[config.mk]
export PLATFORM = sky130hd
export DESIGN_NAME = alu8_core
export DESIGN_NICKNAME = d
export VERILOG_FILES = /design/src/rtl/alu8_pkg.sv /design/src/rtl/alu8_arith.sv /design/src/rtl/alu8_shlog.sv /design/src/rtl/alu8_skip.sv /design/src/rtl/alu8_core.sv
export SDC_FILE = /design/constraint.sdc
export NUM_CORES = 1
export LEC_CHECK = 0
export CAP_MARGIN = 20
export CORE_MARGIN = 10
export CORE_UTILIZATION = 52
export DETAILED_ROUTE_END_ITERATION = 10
export PLACE_DENSITY = 0.82
export SLEW_MARGIN = 10
export SYNTH_ARGS = -nofsm -noshare
export SYNTH_HDL_FRONTEND = slang
export SYNTH_HIERARCHICAL = 1
export SYNTH_SLANG_ARGS = --single-unit
[constraint.sdc]
create_clock -name vclk -period 9.5
set_input_delay 2.85 -clock vclk [all_inputs]
set_output_delay 2.85 -clock vclk [all_outputs]
set_load 0.05 [all_outputs]
[src/rtl/alu8_pkg.sv]
package alu8_pkg;
    localparam int DW  = 8;
    localparam int NW  = DW / 2;
    localparam int OPW = 5;

    localparam logic [OPW-1:0] OP_ADD = 5'd0;
    localparam logic [OPW-1:0] OP_ADC = 5'd1;
    localparam logic [OPW-1:0] OP_SUB = 5'd2;
    localparam logic [OPW-1:0] OP_SBC = 5'd3;
    localparam logic [OPW-1:0] OP_DAA = 5'd4;
    localparam logic [OPW-1:0] OP_AND = 5'd5;
    localparam logic [OPW-1:0] OP_OR  = 5'd6;
    localparam logic [OPW-1:0] OP_XOR = 5'd7;
    localparam logic [OPW-1:0] OP_CPL = 5'd8;
    localparam logic [OPW-1:0] OP_RL  = 5'd9;
    localparam logic [OPW-1:0] OP_RR  = 5'd10;
    localparam logic [OPW-1:0] OP_RLC = 5'd11;
    localparam logic [OPW-1:0] OP_RRC = 5'd12;
    localparam logic [OPW-1:0] OP_INC = 5'd13;
    localparam logic [OPW-1:0] OP_DEC = 5'd14;
    localparam logic [OPW-1:0] OP_SZ  = 5'd15;
    localparam logic [OPW-1:0] OP_SNZ = 5'd16;
    localparam logic [OPW-1:0] OP_ISZ = 5'd17;
    localparam logic [OPW-1:0] OP_DSZ = 5'd18;

    typedef struct packed {
        logic [DW-1:0] res;
        logic          c;
        logic          ac;
        logic          z;
        logic          ov;
        logic          c_we;
        logic          ac_we;
        logic          z_we;
        logic          ov_we;
        logic          skip;
    } alu_out_t;
endpackage

[src/rtl/alu8_arith.sv]
module alu8_arith
    import alu8_pkg::*;
(
    input  logic [OPW-1:0] op,
    input  logic [DW-1:0]  a,
    input  logic [DW-1:0]  b,
    input  logic           cin,
    input  logic           acin,
    output logic [DW-1:0]  res,
    output logic           c,
    output logic           ac,
    output logic           ov,
    output logic           z
);
    localparam int MW = DW - 1 - NW;
    localparam logic [DW:0]   LO_ADJ = (DW+1)'(6);
    localparam logic [DW-1:0] HI_ADJ = DW'(8'h60);

    logic [DW-1:0] bx;
    logic          ci;
    logic [NW:0]   lo_s;
    logic [MW:0]   mid_s;
    logic [1:0]    top_s;
    logic [DW-1:0] sum;
    logic          lo_fix, hi_fix;
    logic [DW:0]   t_d;
    logic [DW-1:0] daa_d;

    always_comb begin
        bx = '0;
        ci = 1'b0;
        case (op)
            OP_ADD:         begin bx = b;           ci = 1'b0; end
            OP_ADC:         begin bx = b;           ci = cin;  end
            OP_SUB:         begin bx = ~b;          ci = 1'b1; end
            OP_SBC:         begin bx = ~b;          ci = cin;  end
            OP_INC, OP_ISZ: begin bx = DW'(1);      ci = 1'b0; end
            OP_DEC, OP_DSZ: begin bx = '1;          ci = 1'b0; end
            default:        begin bx = '0;          ci = 1'b0; end
        endcase
    end

    assign lo_s  = {1'b0, a[NW-1:0]} + {1'b0, bx[NW-1:0]} + {{NW{1'b0}}, ci};
    assign mid_s = {1'b0, a[DW-2:NW]} + {1'b0, bx[DW-2:NW]} + {{MW{1'b0}}, lo_s[NW]};
    assign top_s = {1'b0, a[DW-1]} + {1'b0, bx[DW-1]} + {1'b0, mid_s[MW]};
    assign sum   = {top_s[0], mid_s[MW-1:0], lo_s[NW-1:0]};

    always_comb begin
        lo_fix = (a[NW-1:0] > NW'(9)) || acin;
        t_d    = {1'b0, a} + (lo_fix ? LO_ADJ : '0);
        hi_fix = (t_d[DW-1:NW] > NW'(9)) || cin || t_d[DW];
        daa_d  = t_d[DW-1:0] + (hi_fix ? HI_ADJ : '0);
    end

    always_comb begin
        if (op == OP_DAA) begin
            res = daa_d;
            c   = hi_fix;
        end else begin
            res = sum;
            c   = top_s[1];
        end
        ac = lo_s[NW];
        ov = mid_s[MW] ^ top_s[1];
        z  = (res != '0) ? 1'b0 : 1'b1;
    end
endmodule

[src/rtl/alu8_shlog.sv]
module alu8_shlog
    import alu8_pkg::*;
(
    input  logic [OPW-1:0] op,
    input  logic [DW-1:0]  a,
    input  logic [DW-1:0]  b,
    input  logic           cin,
    output logic [DW-1:0]  res,
    output logic           c
);
    always_comb begin
        res = a;
        c   = cin;
        case (op)
            OP_AND: res = a & b;
            OP_OR:  res = a | b;
            OP_XOR: res = a ^ b;
            OP_CPL: res = ~a;
            OP_RL:  res = {a[DW-2:0], a[DW-1]};
            OP_RR:  res = {a[0], a[DW-1:1]};
            OP_RLC: begin res = {a[DW-2:0], cin}; c = a[DW-1]; end
            OP_RRC: begin res = {cin, a[DW-1:1]}; c = a[0];    end
            default: begin res = a; c = cin; end
        endcase
    end
endmodule

[src/rtl/alu8_skip.sv]
module alu8_skip
    import alu8_pkg::*;
(
    input  logic [OPW-1:0] op,
    input  logic [DW-1:0]  a,
    input  logic [DW-1:0]  upd,
    output logic           skip
);
    always_comb begin
        case (op)
            OP_SZ:          skip = (a == '0);
            OP_SNZ:         skip = (a != '0);
            OP_ISZ, OP_DSZ: skip = (upd == '0);
            default:        skip = 1'b0;
        endcase
    end
endmodule

[src/rtl/alu8_core.sv]
module alu8_core
    import alu8_pkg::*;
(
    input  logic [7:0] a_in,
    input  logic [7:0] b_in,
    input  logic       c_in,
    input  logic       ac_in,
    input  logic [4:0] op_sel,
    output logic [7:0] res_out,
    output logic       c_out,
    output logic       ac_out,
    output logic       z_out,
    output logic       ov_out,
    output logic       c_we,
    output logic       ac_we,
    output logic       z_we,
    output logic       ov_we,
    output logic       skip_out
);
    logic [DW-1:0] ar_res, sl_res;
    logic          ar_c, ar_ac, ar_ov, ar_z, sl_c, sk;
    alu_out_t      nxt_d;

    alu8_arith u_arith (
        .op(op_sel), .a(a_in), .b(b_in), .cin(c_in), .acin(ac_in),
        .res(ar_res), .c(ar_c), .ac(ar_ac), .ov(ar_ov), .z(ar_z)
    );

    alu8_shlog u_shlog (
        .op(op_sel), .a(a_in), .b(b_in), .cin(c_in),
        .res(sl_res), .c(sl_c)
    );

    alu8_skip u_skip (
        .op(op_sel), .a(a_in), .upd(ar_res), .skip(sk)
    );

    always_comb begin
        nxt_d       = '0;
        nxt_d.res   = a_in;
        nxt_d.c     = c_in;
        nxt_d.ac    = ac_in;
        nxt_d.ov    = 1'b0;
        nxt_d.skip  = sk;
        case (op_sel)
            OP_ADD, OP_ADC, OP_SUB, OP_SBC: begin
                nxt_d.res   = ar_res;
                nxt_d.c     = ar_c;
                nxt_d.ac    = ar_ac;
                nxt_d.ov    = ar_ov;
                nxt_d.c_we  = 1'b1;
                nxt_d.ac_we = 1'b1;
                nxt_d.z_we  = 1'b1;
                nxt_d.ov_we = 1'b1;
            end
            OP_DAA: begin
                nxt_d.res  = ar_res;
                nxt_d.c    = ar_c;
                nxt_d.c_we = 1'b1;
            end
            OP_AND, OP_OR, OP_XOR, OP_CPL: begin
                nxt_d.res  = sl_res;
                nxt_d.z_we = 1'b1;
            end
            OP_RL, OP_RR: nxt_d.res = sl_res;
            OP_RLC, OP_RRC: begin
                nxt_d.res  = sl_res;
                nxt_d.c    = sl_c;
                nxt_d.c_we = 1'b1;
            end
            OP_INC, OP_DEC: begin
                nxt_d.res  = ar_res;
                nxt_d.z_we = 1'b1;
            end
            OP_ISZ, OP_DSZ: nxt_d.res = ar_res;
            default: nxt_d.res = a_in;
        endcase
        nxt_d.z = ~|nxt_d.res;
    end

    assign res_out  = nxt_d.res;
    assign c_out    = nxt_d.c;
    assign ac_out   = nxt_d.ac;
    assign z_out    = nxt_d.z;
    assign ov_out   = nxt_d.ov;
    assign c_we     = nxt_d.c_we;
    assign ac_we    = nxt_d.ac_we;
    assign z_we     = nxt_d.z_we;
    assign ov_we    = nxt_d.ov_we;
    assign skip_out = nxt_d.skip;

    always_comb begin
        if (op_sel == OP_ADD) begin
            AST_ADD_SUM: assert ({c_out, res_out} == ({1'b0, a_in} + {1'b0, b_in})) else $error("add sum");
            AST_ADD_OVF: assert (ov_out == ((a_in[DW-1] == b_in[DW-1]) && (res_out[DW-1] != a_in[DW-1]))) else $error("add ovf");
        end
        if (op_sel == OP_SUB) begin
            AST_SUB_NOBORROW: assert (c_out == (a_in >= b_in)) else $error("sub carry");
        end
        if (z_we && (op_sel == OP_INC || op_sel == OP_DEC || op_sel <= OP_SBC)) begin
            AST_ZERO_AGREE: assert (z_out == ar_z) else $error("zero flag");
        end
        if (skip_out && (op_sel == OP_ISZ || op_sel == OP_DSZ)) begin
            AST_SKIP_ON_ZERO: assert (res_out == '0) else $error("skip result");
        end
        if (op_sel > OP_DSZ) begin
            AST_UNUSED_QUIET: assert (!skip_out && !c_we && !ac_we && !z_we && !ov_we && res_out == a_in) else $error("unused code");
        end
    end
endmodule

==> results of run 1 <==
## final timing paths
path              startpoint  endpoint  slack, ps  depth (start not counted)
hold / removal         ac_in    ac_out       6230                          3
setup / recovery     a_in[2]     z_out       -250                         21
## power by group through the flow
stage               logic [mW]  registers [mW]  clock network (mW)
floorplan                0.114               0                   0
finish                   0.238               0                   0
global route             0.252               0                   0
detailed placement       0.204               0                   0
global placement         0.200               0                   0
CTS                      0.215               0                   0
## layer usage
layer	GRT usage, %	vias to the layer above
met3	3.60	46
met1	26.8	1354
li1	-	1332
met5	0	-
met4	8.68	0
met2	36.8	217
## layout make-up
class	instances	area, sq um	share of cell area [%]
inverters	24	90.1	2.61
multi-input cells	268	2260	65.6
well taps	50	62.6	1.81
repair buffers	112	1040	30.0
## worst max-delay path, delay by kind of cell
kind | cells | cell delay (ps)
compound gates | 3 | 600
mux | 2 | 270
simple gates | 7 | 1220
buf+inv | 3 | 580
fa+ha+maj | 4 | 1040
xor+xnor | 2 | 340
## layout by cell type, fill, tap and decap left out, types with 8 or more instances in the layout
cell type        instances
clkdlybuf4s50_1         16
ha_1                    21
inv_1                   23
nor2_1                  21
o22ai_1                  8
buf_12                  10
nand2_1                 27
a21oi_1                 12
o21ai_1                  9
buf_4                   68
xor2_1                   9
## per-stage QoR
stage | std cells | setup TNS (ps) | setup WS (ps) | hold slack, ps
CTS | 444 | -670 | -464 | 6230
global placement | 435 | -1020 | -574 | 6470
detailed placement | 435 | -1540 | -697 | 6490
global route | 454 | -1250 | -517 | 6250
floorplan | 309 | -410 | -410 | 5880
finish | 454 | -546 | -255 | 6230
## what timing repair did
item | CTS | global route
setup endpoints to repair | 6 | 5
resized for setup | 42 | 29
pin swaps | 20 | 26
cloned | 0 | 0
buffers inserted | 9 | 10
==> flow_summary.yaml, run 1 <==
route:
  drt_iter0_drc: 482
  viasPerCell: 6.50
  antenna_left: 0
  routed-wl-met3_um: 887
  drc: 0
  postRouteWirelength_um: 9150
  wl_met1_um: 3590
  vias: 2949
  wl_met2_um: 4280
  wl_per_cell_um: 20.2
  drt-pass1-iter-count: 6
  top_layer_used: "met4"
layout:
  drive_gt1_share_pct: 35.6
  antenna_cells: 0
  fin_util_pct: 83.9
  fin_area_sq_um: 3450
  seq_cells: 0
  nClkBuffers: 0
  syn2layout_area_growth_pct: 51.9
  fillers: 259
  fin_nets: 460
  seq_area_sq_um: 0
timing:
  slew_headroom_pct: 56.7
  maxSlewViolCount: 0
  rsz0062_at_grt: "yes"
  fin_crit_ps: 9750
  fmax_ghz: 0.103
  setup_viol: 3
  hold_viol_final: 0
  worstMarginPinSlew_ps: 643
  min_period_over_period_pct: 103
  worst_slack_ps: -255
hold_path:
  hold_class: "input pin to output pin"
pwr:
  ir_drop_uv: 41.6
  power_frac_seq_pct: 0
  p_leak_nw: 1.56
  p_int_uw: 110
  p_switching_uw: 128
  clkPwrFrac_pct: 0
  switching_share_pct: 53.9
  pwr-share-comb_pct: 100.0
  power_uw: 238
  power_density_nw_per_um2: 68.9
floorplan:
  die_w_um: 86.1
  die_h_um: 86.1
  die_area_sq_um: 7420
  core_region_area_sq_um: 4120
  pin_count: 40
  rows: 23
  start_util_pct: 55.3
global_routing:
  antenna_found_initial: 0
  grt_overflow_total: 0
  grt_usage_pct: 21.9
  grt_max_degree: 41
  grt_pass1_vias: 2836
  grt_pass1_wl_um: 13800
flow_run:
  drv_cap: 0
outcome:
  violations: "setup timing"
  status: "finished, violations left"
critical_path:
  arrival_ps: 6900
  crit_type: "input pin to output pin"
  cp-start-kind: "input pin"
  cp_slowest_stage_delay_ps: 360
  endpoint_kind: "output pin"
  path_cells: "dlygate4sd2_1 -> o21ai_2 -> nand2b_4 -> ha_4 -> fa_2 -> and3_4 -> buf_4 -> nand3_4 -> nor3_2 -> or3_4 -> ha_4 -> fa_2 -> xnor2_2 -> xnor2_2 -> mux2i_2 -> mux2i_1 -> o22ai_1 -> a221o_2 -> nor4_2 -> nor4b_4 -> buf_12"
  critPathMaxFanout: 3
  cp.required_ps: 6650
  critPathSlowestCell: "or3_4"
placement:
  globalplace.congestion: 0.954
  dp_hpwl_um: 6360
  io_buffer_count: 40
  dpl-instance-area_sq_um: 3130
yosys:
  syn_inst: 309
  ys.warnings.count: 6
  syn-mean-instance-area_sq_um: 7.36
  synth_nets: 363
  syn-cell-area_sq_um: 2270
clocking:
  holdBufCountCts: 0
Note: power is estimated with default switching activity, not from simulation.
==> run 2: changes to the inputs <==
CORE_UTILIZATION = 40   (was 52)
PLACE_DENSITY = 0.66   (was 0.82)
==> run 2 against run 1 <==
Net effect: the run still ends with setup timing left; flip-flop and latch count unchanged; final area is 2.7% lower; combinational power decreased by 7%; critical path type unchanged; non-clock buffer count is 11 lower; first-iteration DRC count fell by 26%; sequential share of layout area is the same; largest cell class unchanged.
==> flow_summary.yaml, run 2 (same netlist as run 1, synthesis figures left out) <==
route:
  wl_per_cell_um: 17.7
  vias: 2769
  drc: 0
  antenna_left: 0
  drt_iter0_drc: 358
  routed-wl-met3_um: 622
  wl_met1_um: 3520
  drt-pass1-iter-count: 6
  postRouteWirelength_um: 8240
  wl_met2_um: 3920
  viasPerCell: 5.95
  top_layer_used: "met4"
pwr:
  power_uw: 222
  power_density_nw_per_um2: 66.0
  p_leak_nw: 1.50
  ir_drop_uv: 46.0
clocking:
  holdBufCountCts: 0
timing:
  slew_headroom_pct: 62.0
  rsz0062_at_grt: "yes"
  hold_viol_final: 0
  maxSlewViolCount: 0
  min_period_over_period_pct: 102
  setup_viol: 1
  worstMarginPinSlew_ps: 566
  worst_slack_ps: -227
  fin_crit_ps: 9730
  finalSetupTns_ps: -227
  fmax_ghz: 0.103
  whs_ps: 6210
critical_path:
  arrival_ps: 6880
  path_delay_family: "adder cells"
  cp_slowest_stage_delay_ps: 530
  critPathLaunch: "op_sel[3]"
  critPathSlowestCell: "fa_1"
  endpoint_kind: "output pin"
  worst-path-buf-inv: 3
  path_cells: "buf_6 -> buf_4 -> nor2_2 -> nand2_2 -> a21oi_2 -> nor2_1 -> fa_2 -> fa_2 -> nor2b_4 -> o21ai_2 -> nand2b_1 -> fa_2 -> a21o_1 -> a21oi_2 -> fa_1 -> mux2i_2 -> mux2i_1 -> o22ai_1 -> a221o_2 -> nor4_2 -> nor4b_4 -> buf_12"
  cp-start-kind: "input pin"
  crit_type: "input pin to output pin"
  cp.required_ps: 6650
  cp_common_cell: "fa_2"
  critPathMaxFanout: 5
layout:
  fin_util_pct: 61.1
  fin_nets: 449
  nClkBuffers: 0
  layout.cells.most_common: "buf_4"
  seq_cells: 0
  antenna_cells: 0
  drive_gt1_share_pct: 33.3
  fillers: 508
  seq_area_sq_um: 0
  syn2layout_area_growth_pct: 47.8
  layout_common_cells: "buf_4, nand2_1, inv_1"
floorplan:
  start_util_pct: 41.3
  pin_count: 40
  die_area_sq_um: 9100
  die_w_um: 95.4
  rows: 27
  die_h_um: 95.4
  core_region_area_sq_um: 5510
placement:
  io_buffer_count: 40
  globalplace.congestion: 0.930
  dp_hpwl_um: 6190
  place_ws_ps: -777
global_routing:
  grt_usage_pct: 16.6
  antenna_found_initial: 0
  grt_overflow_total: 0
  grt_pass1_vias: 2553
  grt_pass1_wl_um: 12600
  grt_max_degree: 41
outcome:
  status: "finished, violations left"
  violations: "setup timing"
hold_path:
  hold_start: "ac_in"
  hold_class: "input pin to output pin"
flow_run:
  drv_cap: 0
## run 2: repair_timing
| action | CTS | global route |
|---|---|---|
| endpoints found under the setup margin | 5 | 3 |
| pin swaps | 20 | 21 |
| setup buffers | 7 | 5 |
| cloned | 0 | 0 |
| resized for setup | 40 | 24 |
## run 2: cell type report
type	instances	area [sq um]	share of cell area (%)
Tap cell	72	90.1	2.68
Multi-Input combinational cell	268	2230	66.2
Inverter	24	90.1	2.68
Timing Repair Buffer	101	955	28.4
## run 2: worst paths after layout
| path | end | slack [ps] | depth (start not counted) |
|---|---|---|---|
| min | ac_out | 6210 | 3 |
| max | z_out | -230 | 22 |
## run 2: per-layer routing
layer	track usage (%)	vias to the layer above
li1	-	1314
met4	3.93	0
met2	28.2	143
met3	1.34	24
met1	22.2	1288
met5	0	-
## run 2: metrics by stage
step,area (sq um),std cells
floorplan,2290,309
CTS,3220,460
global route,3360,465
detailed placement,3120,453
finish,3360,465
global placement,3120,453
## run 2: power breakdown
group	switching [mW]	internal (mW)	total, mW
Clock	0	0	0
Combinational	0.120	0.102	0.222
Sequential	0	0	0
Total	0.120	0.102	0.222
==> run 3: changes to the inputs <==
CAP_MARGIN = default   (was 20)
PLACE_DENSITY = default   (was 0.66)
clock period = 11.2 ns   (was 9.5 ns; I/O delays follow)
==> run 3 against run 2 <==
Net effect: the run now ends clean; sequential share of layout area stayed put; cell count decreased by 3.9%; count of clock-buffer cells in the layout unchanged; highest routed layer unchanged; global-route usage grew 0.82 points; flip-flop and latch count unchanged; worst setup slack better by 440 ps; first-iteration DRC count fell by 50%; die area unchanged; power decreased by 24%; largest power group unchanged.
==> flow_summary.yaml, run 3 (same netlist as run 1, synthesis figures left out) <==
placement:
  io_buffer_count: 40
  globalplace.congestion: 0.898
  place_ws_ps: -181
  dpl-instance-area_sq_um: 3000
  dp_hpwl_um: 6200
layout:
  seq_area_sq_um: 0
  layout_common_cells: "buf_4, nand2_1, clkdlybuf4s50_1, ha_1, inv_1"
  seq_cells: 0
  fin_area_sq_um: 3090
  layout.cells.most_common: "buf_4"
  fin_nets: 431
  syn2layout_area_growth_pct: 35.6
  antenna_cells: 0
  drive_gt1_share_pct: 22.9
  nClkBuffers: 0
timing:
  min_period_over_period_pct: 98.1
  fmax_ghz: 0.0910
  worst_slack_ps: 212
  worstMarginPinSlew_ps: 538
  setup_viol: 0
  hold_viol_final: 0
  fin_crit_ps: 10990
  slew_headroom_pct: 63.8
  maxSlewViolCount: 0
global_routing:
  grt_max_degree: 26
  grt_usage_pct: 17.4
  grt_overflow_total: 0
  grt_pass1_wl_um: 13000
  antenna_found_initial: 0
  grt_pass1_vias: 2555
floorplan:
  rows: 27
  die_h_um: 95.4
  die_area_sq_um: 9100
  core_region_area_sq_um: 5510
  start_util_pct: 41.3
  pin_count: 40
  die_w_um: 95.4
flow_run:
  drv_cap: 0
pwr:
  ir_drop_uv: 41.9
  p_leak_nw: 1.36
  power_density_nw_per_um2: 54.7
outcome:
  status: "finished, final reports clean"
critical_path:
  cp-start-kind: "input pin"
  cp.required_ps: 7840
  critPathMaxFanout: 3
  critPathLaunch: "c_in"
  arrival_ps: 7630
  endpoint_kind: "output pin"
  endpoint: "z_out"
  crit_type: "input pin to output pin"
route:
  vias: 2621
  wl_per_cell_um: 17.8
  drc: 0
  drt_iter0_drc: 180
  drt-pass1-iter-count: 5
  postRouteWirelength_um: 7970
  viasPerCell: 5.86
  antenna_left: 0
hold_path:
  hold_class: "input pin to output pin"
[run 3: layer usage]
metal	track usage (%)	wire length, um	up-vias
met1	23.1	3520	1215
met3	1.18	509	10
met4	4.05	109	0
li1	-	-	1279
met5	0	0	-
met2	29.9	3820	117
[run 3: cell type report]
type	count	area, sq um
fill	560	2420
multi-input combinational	268	2120
timing repair buffer	83	782
inverter	24	90.1
tap	72	90.1
[run 3: how the worst min path moves through the flow]
stage	startpoint	end	slack, ps	cells after the start
2_1_floorplan	op_sel[4]	z_we	6900	1
3_3_place_gp	c_in	c_out	7680	5
3_5_place_dp	c_in	c_out	7690	5
4_1_cts	a_in[1]	z_out	7640	6
5_1_grt	a_in[1]	z_out	7680	6
6_report	a_in[1]	z_out	7630	6
[run 3: stage by stage]
stage	power (mW)	cells	setup TNS, ps	utilization (%)	hold WS, ps
floorplan	0.0963	309	0	-	6900
global placement	0.160	442	-99.9	54.4	7680
detailed placement	0.161	442	-181	54.4	7690
CTS	0.165	446	0	55.6	7640
global route	0.182	447	-6.04	56.0	7680
finish	0.169	447	0	56.0	7630
[run 3: repair_timing]
item,in CTS,in global routing
setup buffers,4,1
gates resized for setup,15,4
hold endpoints to repair,0,0
pin swaps,9,3
hold buffers,0,0
endpoints found under the setup margin,1,1
[run 3: report_power, final]
group	internal, mW	leakage, nW	switching, mW
clock	0	0	0
sequential	0	0	0
combinational	0.0728	1.36	0.0960
[run 3: worst max-delay path: stages]
cell	delay, ps
clkdlybuf4s50_1	530
mux2i_1	120
or2_1	260
fa_2	390
fa_2	400
nor2b_1	120
o21ai_1	70
nand2b_1	110
fa_2	220
a21o_1	140
a21oi_2	70
fa_1	550
mux2i_2	90
mux2i_1	150
o22ai_1	90
a221o_1	320
nor4_2	170
nor4b_4	280
buf_12	180
